--- config.mk ---
export PLATFORM = sky130hd
export DESIGN_NAME = i2c_tx_master
export DESIGN_NICKNAME = d
export VERILOG_FILES = /design/src/rtl/i2c_tx_pkg.sv /design/src/rtl/i2c_phase_timer.sv /design/src/rtl/i2c_tx_shifter.sv /design/src/rtl/i2c_host_regs.sv /design/src/rtl/i2c_tx_master.sv
export SDC_FILE = /design/constraint.sdc
export NUM_CORES = 1
export LEC_CHECK = 0
export ABC_CLOCK_PERIOD_IN_PS = 5200
export BUFFER_PORTS_ARGS = -buffer_cell sky130_fd_sc_hd__buf_4
export CAP_MARGIN = 15
export CORE_MARGIN = 4
export CORE_UTILIZATION = 30
export DETAILED_ROUTE_END_ITERATION = 8
export MAX_ROUTING_LAYER = met4
export PLACE_DENSITY = 0.48
export SLEW_MARGIN = 0
export SYNTH_ARGS = -nofsm -noshare
export SYNTH_HDL_FRONTEND = slang
export SYNTH_SLANG_ARGS = --single-unit
--- constraint.sdc ---
create_clock -name clk -period 5.2 [get_ports clk]
set_clock_uncertainty 0.2 [all_clocks]
set_input_delay 1.04 -clock clk [delete_from_list [all_inputs] [get_ports clk]]
set_output_delay 1.04 -clock clk [all_outputs]
set_load 0.01 [all_outputs]
--- src/rtl/i2c_tx_pkg.sv ---
package i2c_tx_pkg;

    typedef enum logic [3:0] {
        S_IDLE,
        S_START_A,
        S_START_B,
        S_HOLD,
        S_BIT_LOW,
        S_BIT_HIGH,
        S_STOP_A,
        S_STOP_B,
        S_STOP_C
    } tx_state_t;

    // States in which the engine leaves SCL released
    function automatic logic scl_released(input tx_state_t s);
        return (s == S_IDLE) || (s == S_START_A) || (s == S_BIT_HIGH) ||
               (s == S_STOP_B) || (s == S_STOP_C);
    endfunction

endpackage

--- src/rtl/i2c_phase_timer.sv ---
module i2c_phase_timer #(
    parameter int CNT_W     = 8,
    parameter int MIN_PHASE = 2
) (
    input  logic             clk,
    input  logic             rst_n,
    input  logic             load,
    input  logic [CNT_W-1:0] len,
    input  logic             hold,
    output logic             expired
);
    localparam logic [CNT_W-1:0] MIN_V = CNT_W'(MIN_PHASE);

    logic [CNT_W-1:0] cnt;
    logic [CNT_W-1:0] eff_len;

    // Phases shorter than the minimum are stretched to it
    assign eff_len = (len < MIN_V) ? MIN_V : len;

    always_ff @(posedge clk or negedge rst_n) begin
        if (!rst_n) begin
            cnt <= '0;
        end else if (load) begin
            cnt <= eff_len - CNT_W'(1);
        end else if (!hold && (cnt != '0)) begin
            cnt <= cnt - CNT_W'(1);
        end
    end

    assign expired = (cnt == '0) && !hold;

endmodule

--- src/rtl/i2c_tx_shifter.sv ---
module i2c_tx_shifter #(
    parameter int DATA_W = 8
) (
    input  logic              clk,
    input  logic              rst_n,
    input  logic              load,
    input  logic [DATA_W-1:0] data,
    input  logic              advance,
    output logic              bit_out,
    output logic              last
);
    localparam int IDX_W = $clog2(DATA_W + 1);

    logic [DATA_W-1:0] sh;
    logic [IDX_W-1:0]  idx;

    always_ff @(posedge clk or negedge rst_n) begin
        if (!rst_n) begin
            sh  <= '0;
            idx <= '0;
        end else if (load) begin
            sh  <= data;
            idx <= '0;
        end else if (advance) begin
            sh  <= {sh[DATA_W-2:0], 1'b0};
            idx <= idx + IDX_W'(1);
        end
    end

    assign bit_out = sh[DATA_W-1];
    assign last    = (idx == IDX_W'(DATA_W));

endmodule

--- src/rtl/i2c_host_regs.sv ---
module i2c_host_regs #(
    parameter int DATA_W = 8
) (
    input  logic              clk,
    input  logic              rst_n,
    input  logic              data_wr,
    input  logic [DATA_W-1:0] data_in,
    input  logic              wr_allow,
    input  logic              flag_clr,
    input  logic              set_done,
    input  logic              ack_val,
    input  logic              consume,
    output logic [DATA_W-1:0] data_q,
    output logic              done_flag,
    output logic              ack_status,
    output logic              armed
);
    always_ff @(posedge clk or negedge rst_n) begin
        if (!rst_n) begin
            data_q     <= '0;
            done_flag  <= 1'b0;
            ack_status <= 1'b0;
            armed      <= 1'b0;
        end else begin
            if (data_wr && wr_allow) begin
                data_q <= data_in;
            end
            if (consume) begin
                armed <= 1'b0;
            end else if (data_wr && wr_allow) begin
                armed <= 1'b1;
            end
            if (set_done) begin
                done_flag  <= 1'b1;
                ack_status <= ack_val;
            end else if (flag_clr) begin
                done_flag <= 1'b0;
            end
        end
    end

endmodule

--- src/rtl/i2c_tx_master.sv ---
module i2c_tx_master
    import i2c_tx_pkg::*;
#(
    parameter int DATA_W    = 8,
    parameter int CNT_W     = 8,
    parameter int MIN_PHASE = 2
) (
    input  logic              clk,
    input  logic              rst_n,
    input  logic [CNT_W-1:0]  scl_high_cyc,
    input  logic [CNT_W-1:0]  scl_low_cyc,
    input  logic              data_wr,
    input  logic [DATA_W-1:0] data_in,
    input  logic              flag_clr,
    input  logic              ctrl_wr,
    input  logic              ctrl_busy,
    input  logic              ctrl_startstop,
    output logic              done_flag,
    output logic              ack_status,
    output logic              bus_busy,
    input  logic              scl_in,
    input  logic              sda_in,
    output logic              scl_drive_low,
    output logic              sda_drive_low
);
    tx_state_t         state, state_nx;
    logic              expired;
    logic              go;
    logic              last;
    logic              bit_out;
    logic              armed;
    logic              set_done;
    logic              advance;
    logic              timer_load;
    logic              timer_hold;
    logic [CNT_W-1:0]  timer_len;
    logic [DATA_W-1:0] data_q;
    logic              sda_target;
    logic              sda_q;
    logic              start_req;
    logic              stop_req;
    logic              in_frame;

    assign start_req = ctrl_wr && ctrl_busy && ctrl_startstop;
    assign stop_req  = ctrl_wr && !ctrl_busy && !ctrl_startstop;
    assign in_frame  = (state == S_BIT_LOW) || (state == S_BIT_HIGH);
    assign go        = (state == S_HOLD) && flag_clr && armed;
    assign set_done  = (state == S_BIT_LOW) && expired && last;
    assign advance   = (state == S_BIT_HIGH) && expired && !last;

    // Next-state logic
    always_comb begin
        state_nx = state;
        unique case (state)
            S_IDLE:     if (start_req) state_nx = S_START_A;
            S_START_A:  if (expired)   state_nx = S_START_B;
            S_START_B:  if (expired)   state_nx = S_HOLD;
            S_HOLD: begin
                if (go)            state_nx = S_BIT_LOW;
                else if (stop_req) state_nx = S_STOP_A;
            end
            S_BIT_LOW:  if (expired)   state_nx = S_BIT_HIGH;
            S_BIT_HIGH: if (expired)   state_nx = last ? S_HOLD : S_BIT_LOW;
            S_STOP_A:   if (expired)   state_nx = S_STOP_B;
            S_STOP_B:   if (expired)   state_nx = S_STOP_C;
            S_STOP_C:   if (expired)   state_nx = S_IDLE;
            default:                   state_nx = S_IDLE;
        endcase
    end

    // State register
    always_ff @(posedge clk or negedge rst_n) begin
        if (!rst_n) state <= S_IDLE;
        else        state <= state_nx;
    end

    // Outputs
    always_comb begin
        scl_drive_low = 1'b0;
        sda_target    = 1'b0;
        unique case (state)
            S_IDLE:     begin scl_drive_low = 1'b0; sda_target = 1'b0; end
            S_START_A:  begin scl_drive_low = 1'b0; sda_target = 1'b1; end
            S_START_B:  begin scl_drive_low = 1'b1; sda_target = 1'b1; end
            S_HOLD:     begin scl_drive_low = 1'b1; sda_target = 1'b0; end
            S_BIT_LOW:  begin scl_drive_low = 1'b1; sda_target = !last && !bit_out; end
            S_BIT_HIGH: begin scl_drive_low = 1'b0; sda_target = !last && !bit_out; end
            S_STOP_A:   begin scl_drive_low = 1'b1; sda_target = 1'b1; end
            S_STOP_B:   begin scl_drive_low = 1'b0; sda_target = 1'b1; end
            S_STOP_C:   begin scl_drive_low = 1'b0; sda_target = 1'b0; end
            default:    begin scl_drive_low = 1'b0; sda_target = 1'b0; end
        endcase
    end

    // SDA trails the state by one cycle so it moves only inside SCL-low time
    always_ff @(posedge clk or negedge rst_n) begin
        if (!rst_n) sda_q <= 1'b0;
        else        sda_q <= sda_target;
    end

    assign sda_drive_low = sda_q;
    assign bus_busy      = (state != S_IDLE);

    assign timer_load = (state_nx != state);
    assign timer_len  = scl_released(state_nx) ? scl_high_cyc : scl_low_cyc;
    assign timer_hold = (state == S_BIT_HIGH) && !scl_in;

    i2c_phase_timer #(
        .CNT_W    (CNT_W),
        .MIN_PHASE(MIN_PHASE)
    ) u_timer (
        .clk    (clk),
        .rst_n  (rst_n),
        .load   (timer_load),
        .len    (timer_len),
        .hold   (timer_hold),
        .expired(expired)
    );

    i2c_tx_shifter #(
        .DATA_W(DATA_W)
    ) u_shifter (
        .clk    (clk),
        .rst_n  (rst_n),
        .load   (go),
        .data   (data_q),
        .advance(advance),
        .bit_out(bit_out),
        .last   (last)
    );

    i2c_host_regs #(
        .DATA_W(DATA_W)
    ) u_regs (
        .clk       (clk),
        .rst_n     (rst_n),
        .data_wr   (data_wr),
        .data_in   (data_in),
        .wr_allow  (!in_frame),
        .flag_clr  (flag_clr),
        .set_done  (set_done),
        .ack_val   (sda_in),
        .consume   (go),
        .data_q    (data_q),
        .done_flag (done_flag),
        .ack_status(ack_status),
        .armed     (armed)
    );

    assert_idle_released_R1: assert property (@(posedge clk) disable iff (!rst_n)
        (state == S_IDLE) |-> (!scl_drive_low && !sda_drive_low));

    assert_sda_still_in_high_R3: assert property (@(posedge clk) disable iff (!rst_n)
        ((state == S_BIT_HIGH) && ($past(state) == S_BIT_HIGH)) |-> $stable(sda_drive_low));

    assert_flag_at_ninth_R4: assert property (@(posedge clk) disable iff (!rst_n)
        $rose(done_flag) |-> ((state == S_BIT_HIGH) && last && !scl_drive_low));

    assert_hold_scl_low_R5: assert property (@(posedge clk) disable iff (!rst_n)
        (state == S_HOLD) |-> scl_drive_low);

    assert_stop_releases_R8: assert property (@(posedge clk) disable iff (!rst_n)
        ((state == S_STOP_C) && $past(state == S_STOP_B)) |=> !sda_drive_low);

endmodule

==> reports/qor.txt, run 1 <==
Vias/cell -> 4.94
Hold-fix buffers, CTS -> 0
Worst hold slack -> 0.278 ns
Delay of the slowest cell on the worst path -> 0.64 ns
CP max-delay cell -> dfrtp_1
EDFF count, synth -> 0
Max-cap violations -> 0
Async SR Flop Fraction -> 100%
CTS max path bufs -> 2
Hold path cells -> 2
R2R Path Start -> state[0]
Gate Count Post-Synth -> 245
CTS Buf Count -> 5
WS Path Type -> reg -> reg
Post-CTS setup buffers -> 0
Synthesized cell area -> 0.00233 mm²
Crit Reg-Reg Endpoint -> u_timer.cnt[6]
Pins Over Slew Limit -> 0
Total die area -> 0.00926 mm²
Worst VDD drop -> 238 µV
Worst min path class -> reg -> reg
First-pass GRT wire length -> 9030 µm
Fin nets -> 314
Fin. Hold Viols -> 0
Post-CTS sizing -> 0
Setup_tns -> 0 ns
CP required -> 5.21 ns
Share of cells above drive strength 1 -> 26.5%
Fmax -> 237 MHz
All-Layer GR Usage -> 12.9%
Final period util -> 81.0%
R2R depth -> 11
Max-slew headroom -> 60.0%
DP Area -> 0.00268 mm²
Worst Max-Slew Pin Slew -> 0.592 ns
Area grow syn2layout -> 19.3%
Vias in the first global route -> 1871
Crit path time final -> 4.21 ns
Clk Latency, worst-skew pair -> 0.29 ns
CTS tree -> built
Worst-path clk slew -> 0.07 ns
Pin count of the biggest net entering global routing -> 37
Antenna viol nets, final -> 0
CTS Sinks -> 36
N_diodes -> 0
Initial DRT Pass Iterations -> 4
Flop-to-flop setup slack -> 0.99 ns
Boundary pin count -> 38
Initial Utilization -> 31.5%
Synth Warn # -> 0
IO Port Bufs -> 37
Hpwl dp -> 4070 µm
Worst EP arrival -> 4.22 ns
PD cells -> 561 mW/mm²
Iter 0 DRT Violations -> 53
Via Count -> 1869
FP Rows -> 31
WHS Endpoint -> u_shifter.sh[5]
Total congestion overflow -> 0
Maximum net fanout on the critical path -> 18
Synth Flop Type -> dfrtp_1
Unrepaired setup endpoints after global routing -> no
CTS H-tree lvls -> 2
Register bit total from synthesis -> 36
Critical Path, Cell by Cell -> nor4bb_1, and2_1, a21oi_2, a21boi_4, mux2i_1, nand2_2, o21ai_0, ha_1, o211ai_4, o41a_1, a22oi_1
Pleak -> 1.21 nW
Post-Place Setup Slack -> 0.782 ns
Worst Setup SP -> state[0]
Syn Area/Cell -> 9.53 µm²
Routed WL per cell -> 14.0 µm
DRC Markers -> 0
Total Wirelength -> 5290 µm
GPL Wtd Cong -> 0.785
Final cell area excluding filler cells -> 0.00279 mm²
Setup ws final -> 0.986 ns
Status -> finished clean
Initial antenna violation count -> 0
Count of cell types in the netlist -> 57
Syn Nets -> 281
Final Setup Violations -> 0
Die Y -> 96.2 µm
Sequential fraction of the synthesis area -> 38.6%
Hold_sp -> u_shifter.sh[5]
Die Width -> 96.2 µm
CTS root buf -> clkbuf_8
Worst Setup Start Kind -> flip-flop
Core area -> 0.00741 mm²
Critical Path Sink Type -> flip-flop
-- metal layers --
metal,global-route usage [%],part of all wire [%],wire [µm]
met4,3.55,1.3,69
met2,19.3,45,2400
met5,-,0,0
met3,2.58,3.9,208
met1,17.7,49,2610
-- cell families after synthesis --
group / Yosys count / share of synthesized area [%]
flops: 36 / 38.6
fa+ha+maj: 3 / 1.61
buf+inv: 21 / 4.07
simple gates: 96 / 22.1
compound gates: 50 / 16.0
xor+xnor: 10 / 3.75
mux: 29 / 13.9
-- worst max-delay path: cells and delay by family, from the launching register on --
kind / cells / cell delay (ns)
AOI/OAI and AO/OA: 6 / 1.28
adders and majority gates: 1 / 0.31
DFF: 1 / 0.64
muxes: 1 / 0.35
and+or+nand+nor: 3 / 1.37
-- Yosys cell counts (5+ instances only) --
| master | number | area, µm² |
|---|---|---|
| mux2_2 | 16 | 180 |
| nand3_1 | 6 | 30.0 |
| a21oi_1 | 10 | 50.1 |
| mux2i_1 | 10 | 100 |
| xor2_1 | 5 | 43.8 |
| o211ai_1 | 5 | 37.5 |
| dfrtp_1 | 36 | 901 |
| nand2_1 | 26 | 97.6 |
| xnor2_1 | 5 | 43.8 |
| nand2b_1 | 7 | 43.8 |
| nor2_1 | 23 | 86.3 |
| o21ai_0 | 9 | 45.0 |
| inv_1 | 10 | 37.5 |
| clkbuf_1 | 7 | 26.3 |
| a22oi_1 | 5 | 37.5 |
-- per-stage QoR --
step / std cells / total power [W] / util, %
after floorplan: 245 / 0.00118 / -
after global placement: 370 / 0.00134 / 36.2
after detailed placement: 370 / 0.00133 / 36.2
after CTS: 378 / 0.00159 / 37.6
after global routing: 378 / 0.00170 / 37.6
final: 378 / 0.00156 / 37.6
-- cell usage in the layout, fill, tap and decap left out, types with 5 or more instances in the layout --
cell type and count:
buf_4 37, dfrtp_1 36, nand2_1 26, nor2_1 23
mux2_2 16, inv_1 10, a21oi_1 10, mux2i_1 10
o21ai_0 9, nand2b_1 7, nand3_1 6, o211ai_1 5
xor2_1 5, xnor2_1 5, a22oi_1 5, clkbuf_8 5
-- power breakdown --
group / total (W) / internal [W] / switching, W
clock: 0.000244 / 0.000142 / 0.000102
combinational: 0.000809 / 0.000395 / 0.000414
sequential: 0.000509 / 0.000398 / 0.000111
-- layout make-up --
class                           instances  area (µm²)
Timing Repair Buffer                   37         278
Tap cell                               99         124
Inverter                               10        37.5
Clock inverter                          2        35.0
Clock buffer                            6        72.6
Multi-Input combinational cell        188        1340
Fill cell                             755        4620
Sequential cell                        36         901
-- state kept, by name (all words and copies together), names as in the netlist --
register and cells:
u_regs.done_flag 1, sda_drive_low 1, u_shifter.idx 4, state 4
u_regs.armed 1, u_timer.cnt 8, u_shifter.sh 8, u_regs.data_q 8
u_regs.ack_status 1
-- worst max path at each step --
| stage | endpoint | slack [ns] | cells past startpoint |
|---|---|---|---|
| after detailed placement | u_timer.cnt[6] | 0.78 | 12 |
| after CTS | u_timer.cnt[6] | 0.97 | 11 |
| after global placement | u_timer.cnt[6] | 0.94 | 12 |
| after global routing | u_timer.cnt[6] | 0.65 | 11 |
| after floorplan | u_timer.cnt[6] | 1.42 | 12 |
| final | u_timer.cnt[6] | 0.99 | 11 |
Note: power is estimated with default switching activity, not from simulation.
==> run 2: changes to the inputs <==
ABC_CLOCK_PERIOD_IN_PS = 3700   (was 5200)
PLACE_DENSITY = 0.49   (was 0.48)
clock period = 3.7 ns   (was 5.2 ns; I/O delays follow)
==> run 2 against run 1 <==
  * Utilization rose by 1.7 points
  * Worst setup slack lost 0.74 ns
  * Highest routed layer unchanged
  * Global-route usage fell by 0.54 points
  * Largest power group unchanged
  * Critical path type unchanged
  * Critical path depth up 1
==> reports/qor.txt, run 2 (synthesis gave the netlist of run 1 again) <==
CTS Sinks -> 36 (unchanged)
Initial Utilization -> 31.5% (unchanged)
Critical Path Sink Type -> flip-flop
DP Area -> 0.00278 mm² (+3.9%)
Setup_tns -> 0 ns (unchanged)
CTS tree -> built
Initial DRT Pass Iterations -> 4 (unchanged)
Final period util -> 93.3% (+12 points)
CTS max path bufs -> 2 (unchanged)
Hpwl dp -> 4120 µm (+1.4%)
DRC Markers -> 0 (unchanged)
R2R depth -> 12 (+1)
Boundary pin count -> 38 (unchanged)
Status -> finished clean
Iter 0 DRT Violations -> 86 (+62%)
FP Rows -> 31 (unchanged)
Die Width -> 96.2 µm (unchanged)
Die Y -> 96.2 µm (unchanged)
Max-slew headroom -> 67.8% (+7.8 points)
Worst Setup Start Kind -> flip-flop
Fmax -> 290 MHz (+22%)
Vias in the first global route -> 1831 (-2.1%)
Crit path time final -> 3.45 ns (-0.761 ns)
CTS H-tree lvls -> 2 (unchanged)
Crit Reg-Reg Endpoint -> u_timer.cnt[4]
Core area -> 0.00741 mm² (unchanged)
Worst EP arrival -> 3.43 ns (-0.79 ns)
CTS Buf Count -> 5 (unchanged)
Area occupied by multi-input gates -> 0.00136 mm² (+1.4%)
Total die area -> 0.00926 mm² (unchanged)
Antenna viol nets, final -> 0 (unchanged)
Pin count of the biggest net entering global routing -> 37 (unchanged)
Initial antenna violation count -> 0 (unchanged)
Worst-path clk slew -> 0.08 ns (about the same)
Vias/cell -> 4.88 (-1.3%)
R2R Path Start -> u_timer.cnt[3]
GPL Wtd Cong -> 0.802 (+2.2%)
Register area -> 901 µm² (unchanged)
Worst Max-Slew Pin Slew -> 0.483 ns (-0.109 ns)
Flop-to-flop setup slack -> 0.25 ns (-0.74 ns)
Routed WL per cell -> 13.8 µm (-1.5%)
Pleak -> 1.29 nW (+6.5%)
All-Layer GR Usage -> 12.4% (-0.54 points)
Worst VDD drop -> 295 µV (+24%)
Total congestion overflow -> 0 (unchanged)
Max-cap violations -> 0 (unchanged)
Biggest regs -> u_regs.data_q x8, u_shifter.sh x8, u_timer.cnt x8
Via Count -> 1928 (+3.2%)
Pins Over Slew Limit -> 0 (unchanged)
Fillcell total -> 758 (+0.40%)
CP required -> 3.67 ns (-1.54 ns)
N_diodes -> 0 (unchanged)
Leading cell type in the layout, fill and taps excluded -> buf_4
Setup ws final -> 0.248 ns (-0.739 ns)
Area grow syn2layout -> 24.9%
Fin nets -> 331 (+5.4%)
CTS root buf -> clkbuf_8
Maximum net fanout on the critical path -> 8 (-10)
PD cells -> 787 mW/mm² (+40%)
Final Non-Filler Cells -> 395 (+4.5%)
IO Port Bufs -> 37 (unchanged)
Hold-fix buffers, CTS -> 0 (unchanged)
Total Wirelength -> 5440 µm (+2.9%)
Clk Latency, worst-skew pair -> 0.28 ns (about the same)
Final Setup Violations -> 0 (unchanged)
First-pass GRT wire length -> 8760 µm (-3.0%)
Share of cells above drive strength 1 -> 32.4% (+5.9 points)
Placed insts -> 384 (+3.8%)
Most frequent cells in the layout -> buf_4, dfrtp_1, nand2_1
Post-Place Setup Slack -> 0.0831 ns (-0.699 ns)
Fin. Hold Viols -> 0 (unchanged)
Final cell area excluding filler cells -> 0.00292 mm² (+4.6%)
Worst min path class -> in -> async
WS Path Type -> reg -> reg
run 2: cell types whose count changed in the layout (fill, tap and decap cells not counted), sizes merged:
cell      delta
clkinvlp     +1
inv          +1
clkbuf       -1
bufinv       -1
buf         +17
run 2: critical path, cell delays in order (launching register included):
cell and delay, ns:
dfrtp_1 0.41, or4_4 0.61, nor2_4 0.19, buf_4 0.15, buf_4 0.11, nand3_1 0.06
o21ai_1 0.23, mux2_4 0.28, buf_4 0.17, mux2_2 0.38, o211ai_4 0.19, xor2_1 0.09
mux2_2 0.26
run 2: what timing repair did:
| item | 4_1_cts | 5_1_grt |
|---|---|---|
| resized for setup | 0 | 6 |
| buffers inserted | 0 | 3 |
| hold endpoints to repair | 0 | 0 |
| endpoints found under the setup margin | 0 | 3 |
run 2: how the worst max path moves through the flow:
stage                               from             end  slack [ns]  depth (start not counted)
final                     u_timer.cnt[3]  u_timer.cnt[4]        0.25                         12
after global routing            state[1]  u_timer.cnt[6]      -0.004                         12
after CTS                 u_timer.cnt[7]  u_timer.cnt[6]        0.08                         11
after detailed placement       ctrl_busy  u_timer.cnt[6]        0.08                         13
after global placement         ctrl_busy  u_timer.cnt[6]        0.10                         13
after floorplan           u_timer.cnt[1]  u_timer.cnt[6]        0.08                         13
run 2: stage by stage:
| stage | util [%] | power (W) | hold slack [ns] |
|---|---|---|---|
| final | 39.4 | 0.00229 | 0.194 |
| after global routing | 39.4 | 0.00250 | 0.231 |
| after CTS | 38.8 | 0.00227 | 0.215 |
| after global placement | 37.6 | 0.00198 | 0.260 |
| after detailed placement | 37.6 | 0.00197 | 0.264 |
| after floorplan | - | 0.00166 | 0.244 |
run 2: layer usage:
layer | global-route usage (%) | routed length, µm | up-vias
li1 | - | - | 981
met1 | 17.0 | 2630 | 895
met2 | 18.7 | 2520 | 45
met3 | 2.11 | 236 | 7
met4 | 3.67 | 58 | 0
met5 | - | 0 | -
run 2: cell type report:
cell class / count / area share (%)
clock buffer: 5 / 2.36
sequential: 36 / 30.9
inverter: 10 / 1.29
clock inverter: 3 / 0.730
timing repair buffer: 54 / 13.9
tap: 99 / 4.25
multi-input combinational: 188 / 46.6
run 2: where the power goes:
group / internal, W / switching [W] / leakage (nW)
clock: 0.000134 / 0.000152 / 0.0445
sequential: 0.000560 / 0.000134 / 0.437
combinational: 0.000671 / 0.000644 / 0.805
total: 0.00136 / 0.000930 / 1.29
==> run 3: changes to the inputs <==
RECOVER_POWER = 50   (was default)
==> run 3 against run 2 <==
  * The run now ends with capacitance limit, slew limit left
  * Wire length about the same
  * Flip-flop and latch count unchanged
  * Worst setup slack gained 0.0030 ns
  * Combinational power hardly changed
  * Cell count is the same
  * Die area is the same
  * Utilization shrank 0.10 points
  * Largest power group unchanged
  * Highest routed layer unchanged
  * Critical endpoint is now u_timer.cnt[6]
  * Cell area down 0.26%
==> reports/qor.txt, run 3 (synthesis gave the netlist of run 1 again) <==
Leading cell type in the layout, fill and taps excluded -> buf_4
Final total power -> 0.00229 W (about the same)
Worst VDD drop -> 296 µV (+0.24%)
Max-cap violations -> 1 (+1)
Critical Path, Cell by Cell -> or4_4, nor2_4, nand4_1, a21boi_4, mux2_4, o211ai_1, o211ai_1, o21ai_1, ha_2, o211ai_4, o41a_1, a22oi_1
CTS tree -> built
Fin. Hold Viols -> 0 (unchanged)
Die Width -> 96.2 µm (unchanged)
Routed WL per cell -> 13.8 µm (about the same)
CTS Buf Count -> 5 (unchanged)
Total Wirelength -> 5450 µm (about the same)
First-pass GRT wire length -> 8760 µm (unchanged)
Critical path depth in cells -> 12 (unchanged)
Most frequent CP cell -> o211ai_1
CTS max path bufs -> 2 (unchanged)
IO Port Bufs -> 37 (unchanged)
Biggest regs -> u_regs.data_q x8, u_shifter.sh x8, u_timer.cnt x8
PD cells -> 789 mW/mm² (+0.21%)
Delay of the slowest cell on the worst path -> 0.61 ns (about the same)
CP top delay family -> compound AO/OA/AOI/OAI gates
Pin count of the biggest net entering global routing -> 37 (unchanged)
Pins Over Slew Limit -> 37 (+37)
N_diodes -> 0 (unchanged)
Initial antenna violation count -> 0 (unchanged)
Total die area -> 0.00926 mm² (unchanged)
DRC Markers -> 0 (unchanged)
Fillcell total -> 759 (+0.13%)
CP max-delay cell -> or4_4
Setup_tns -> 0 ns (unchanged)
Iter 0 DRT Violations -> 76 (-12%)
Hold path cells -> 2
Final Setup Violations -> 0 (unchanged)
Worst Setup Start Kind -> flip-flop
Max-slew headroom -> -30.8% (-99 points)
Critical Path Sink Type -> flip-flop
Antenna viol nets, final -> 0 (unchanged)
Initial DRT Pass Iterations -> 4 (unchanged)
Boundary pin count -> 38 (unchanged)
Share of cells above drive strength 1 -> 31.8% (-0.68 points)
Worst Max-Slew Pin Slew -> 1.96 ns (+1.48 ns)
DR top layer -> met4
Vias/cell -> 4.89 (+0.16%)
Core area -> 0.00741 mm² (unchanged)
Worst min path class -> reg -> reg
Hpwl dp -> 4120 µm (unchanged)
R2R depth -> 12 (unchanged)
Via Count -> 1931 (+0.16%)
Worst-path clk slew -> 0.08 ns (about the same)
Hold-fix buffers, CTS -> 0 (unchanged)
Crit path time final -> 3.45 ns (-0.00299 ns)
CTS H-tree lvls -> 2 (unchanged)
Area grow syn2layout -> 24.5%
Met3 WL -> 234 µm (-0.85%)
All-Layer GR Usage -> 12.4% (unchanged)
Fin nets -> 331 (unchanged)
Clk Latency, worst-skew pair -> 0.28 ns (about the same)
CTS Sinks -> 36 (unchanged)
Status -> finished, violations left
CTS root buf -> clkbuf_8
Buf+Inv Stages, Crit Path -> 0 (-3)
FP Rows -> 31 (unchanged)
Fmax -> 290 MHz (about the same)
Total congestion overflow -> 0 (unchanged)
Die Y -> 96.2 µm (unchanged)
Met2 routed WL -> 2530 µm (+0.56%)
Maximum net fanout on the critical path -> 8 (unchanged)
Final period util -> 93.2% (about the same)
Post-Route Utilization -> 39.3% (-0.10 points)
WS Path Type -> reg -> reg
Pleak -> 1.28 nW (-0.61%)
Initial Utilization -> 31.5% (unchanged)
Vias in the first global route -> 1831 (unchanged)
Most frequent cells in the layout -> buf_4, dfrtp_1, nand2_1
DRT met1 WL -> 2620 µm (-0.27%)
GPL Wtd Cong -> 0.802 (unchanged)
Worst EP arrival -> 3.45 ns (+0.02 ns)
CP required -> 3.71 ns (+0.04 ns)
Worst hold slack -> 0.281 ns (+0.0870 ns)
Failing checks -> capacitance limit, slew limit
[run 3: path summary, 6_finish.rpt]
kind,from,to,slack (ns)
setup / recovery,u_timer.cnt[3],u_timer.cnt[6],0.25
hold / removal,u_shifter.sh[5],u_shifter.sh[5],0.28
setup reg to reg,u_timer.cnt[3],u_timer.cnt[6],0.25
hold reg to reg,u_shifter.sh[5],u_shifter.sh[5],0.28
max in group asynchronous,rst_n,state[0],1.38
min in group asynchronous,rst_n,u_shifter.sh[4],0.79
[run 3: layout make-up]
class                      count  area, µm²  area share (%)
clock buffer                   5       68.8            2.37
clock inverter                 3       21.3           0.731
inverter                      10       37.5            1.29
multi-input combinational    188       1360            46.7
sequential                    36        901            31.0
tap                           99        124            4.26
timing repair buffer          54        398            13.7
[run 3: through the flow]
step / area, µm² / cells / worst slack [ns]
detailed placement: 2780 / 384 / 0.0831
CTS: 2870 / 392 / 0.0790
global placement: 2780 / 384 / 0.104
floorplan: 2330 / 245 / 0.0755
global route: 2910 / 395 / -0.00450
finish: 2910 / 395 / 0.251
[run 3: repair_timing]
item / in CTS / in global routing
setup endpoints to repair: 0 / 3
resized for setup: 0 / 6
setup buffers: 0 / 3
[run 3: metal layers]
metal	GRT usage [%]	vias up
met5	-	-
met4	3.67	0
met3	2.11	7
met2	18.7	45
met1	17.0	897
li1	-	982
[run 3: power by group]
part,internal (W),switching (W)
clock network,0.000134,0.000152
logic,0.000670,0.000643
registers,0.000560,0.000135
[run 3: worst reg2reg max path, delay by kind of cell (launching register included)]
family,cells,cell delay [ns]
AO/OA/AOI/OAI,7,1.16
AND/OR/NAND/NOR,3,0.97
multiplexers,1,0.38
flip-flops,1,0.41
adder cells (fa/ha/maj),1,0.25
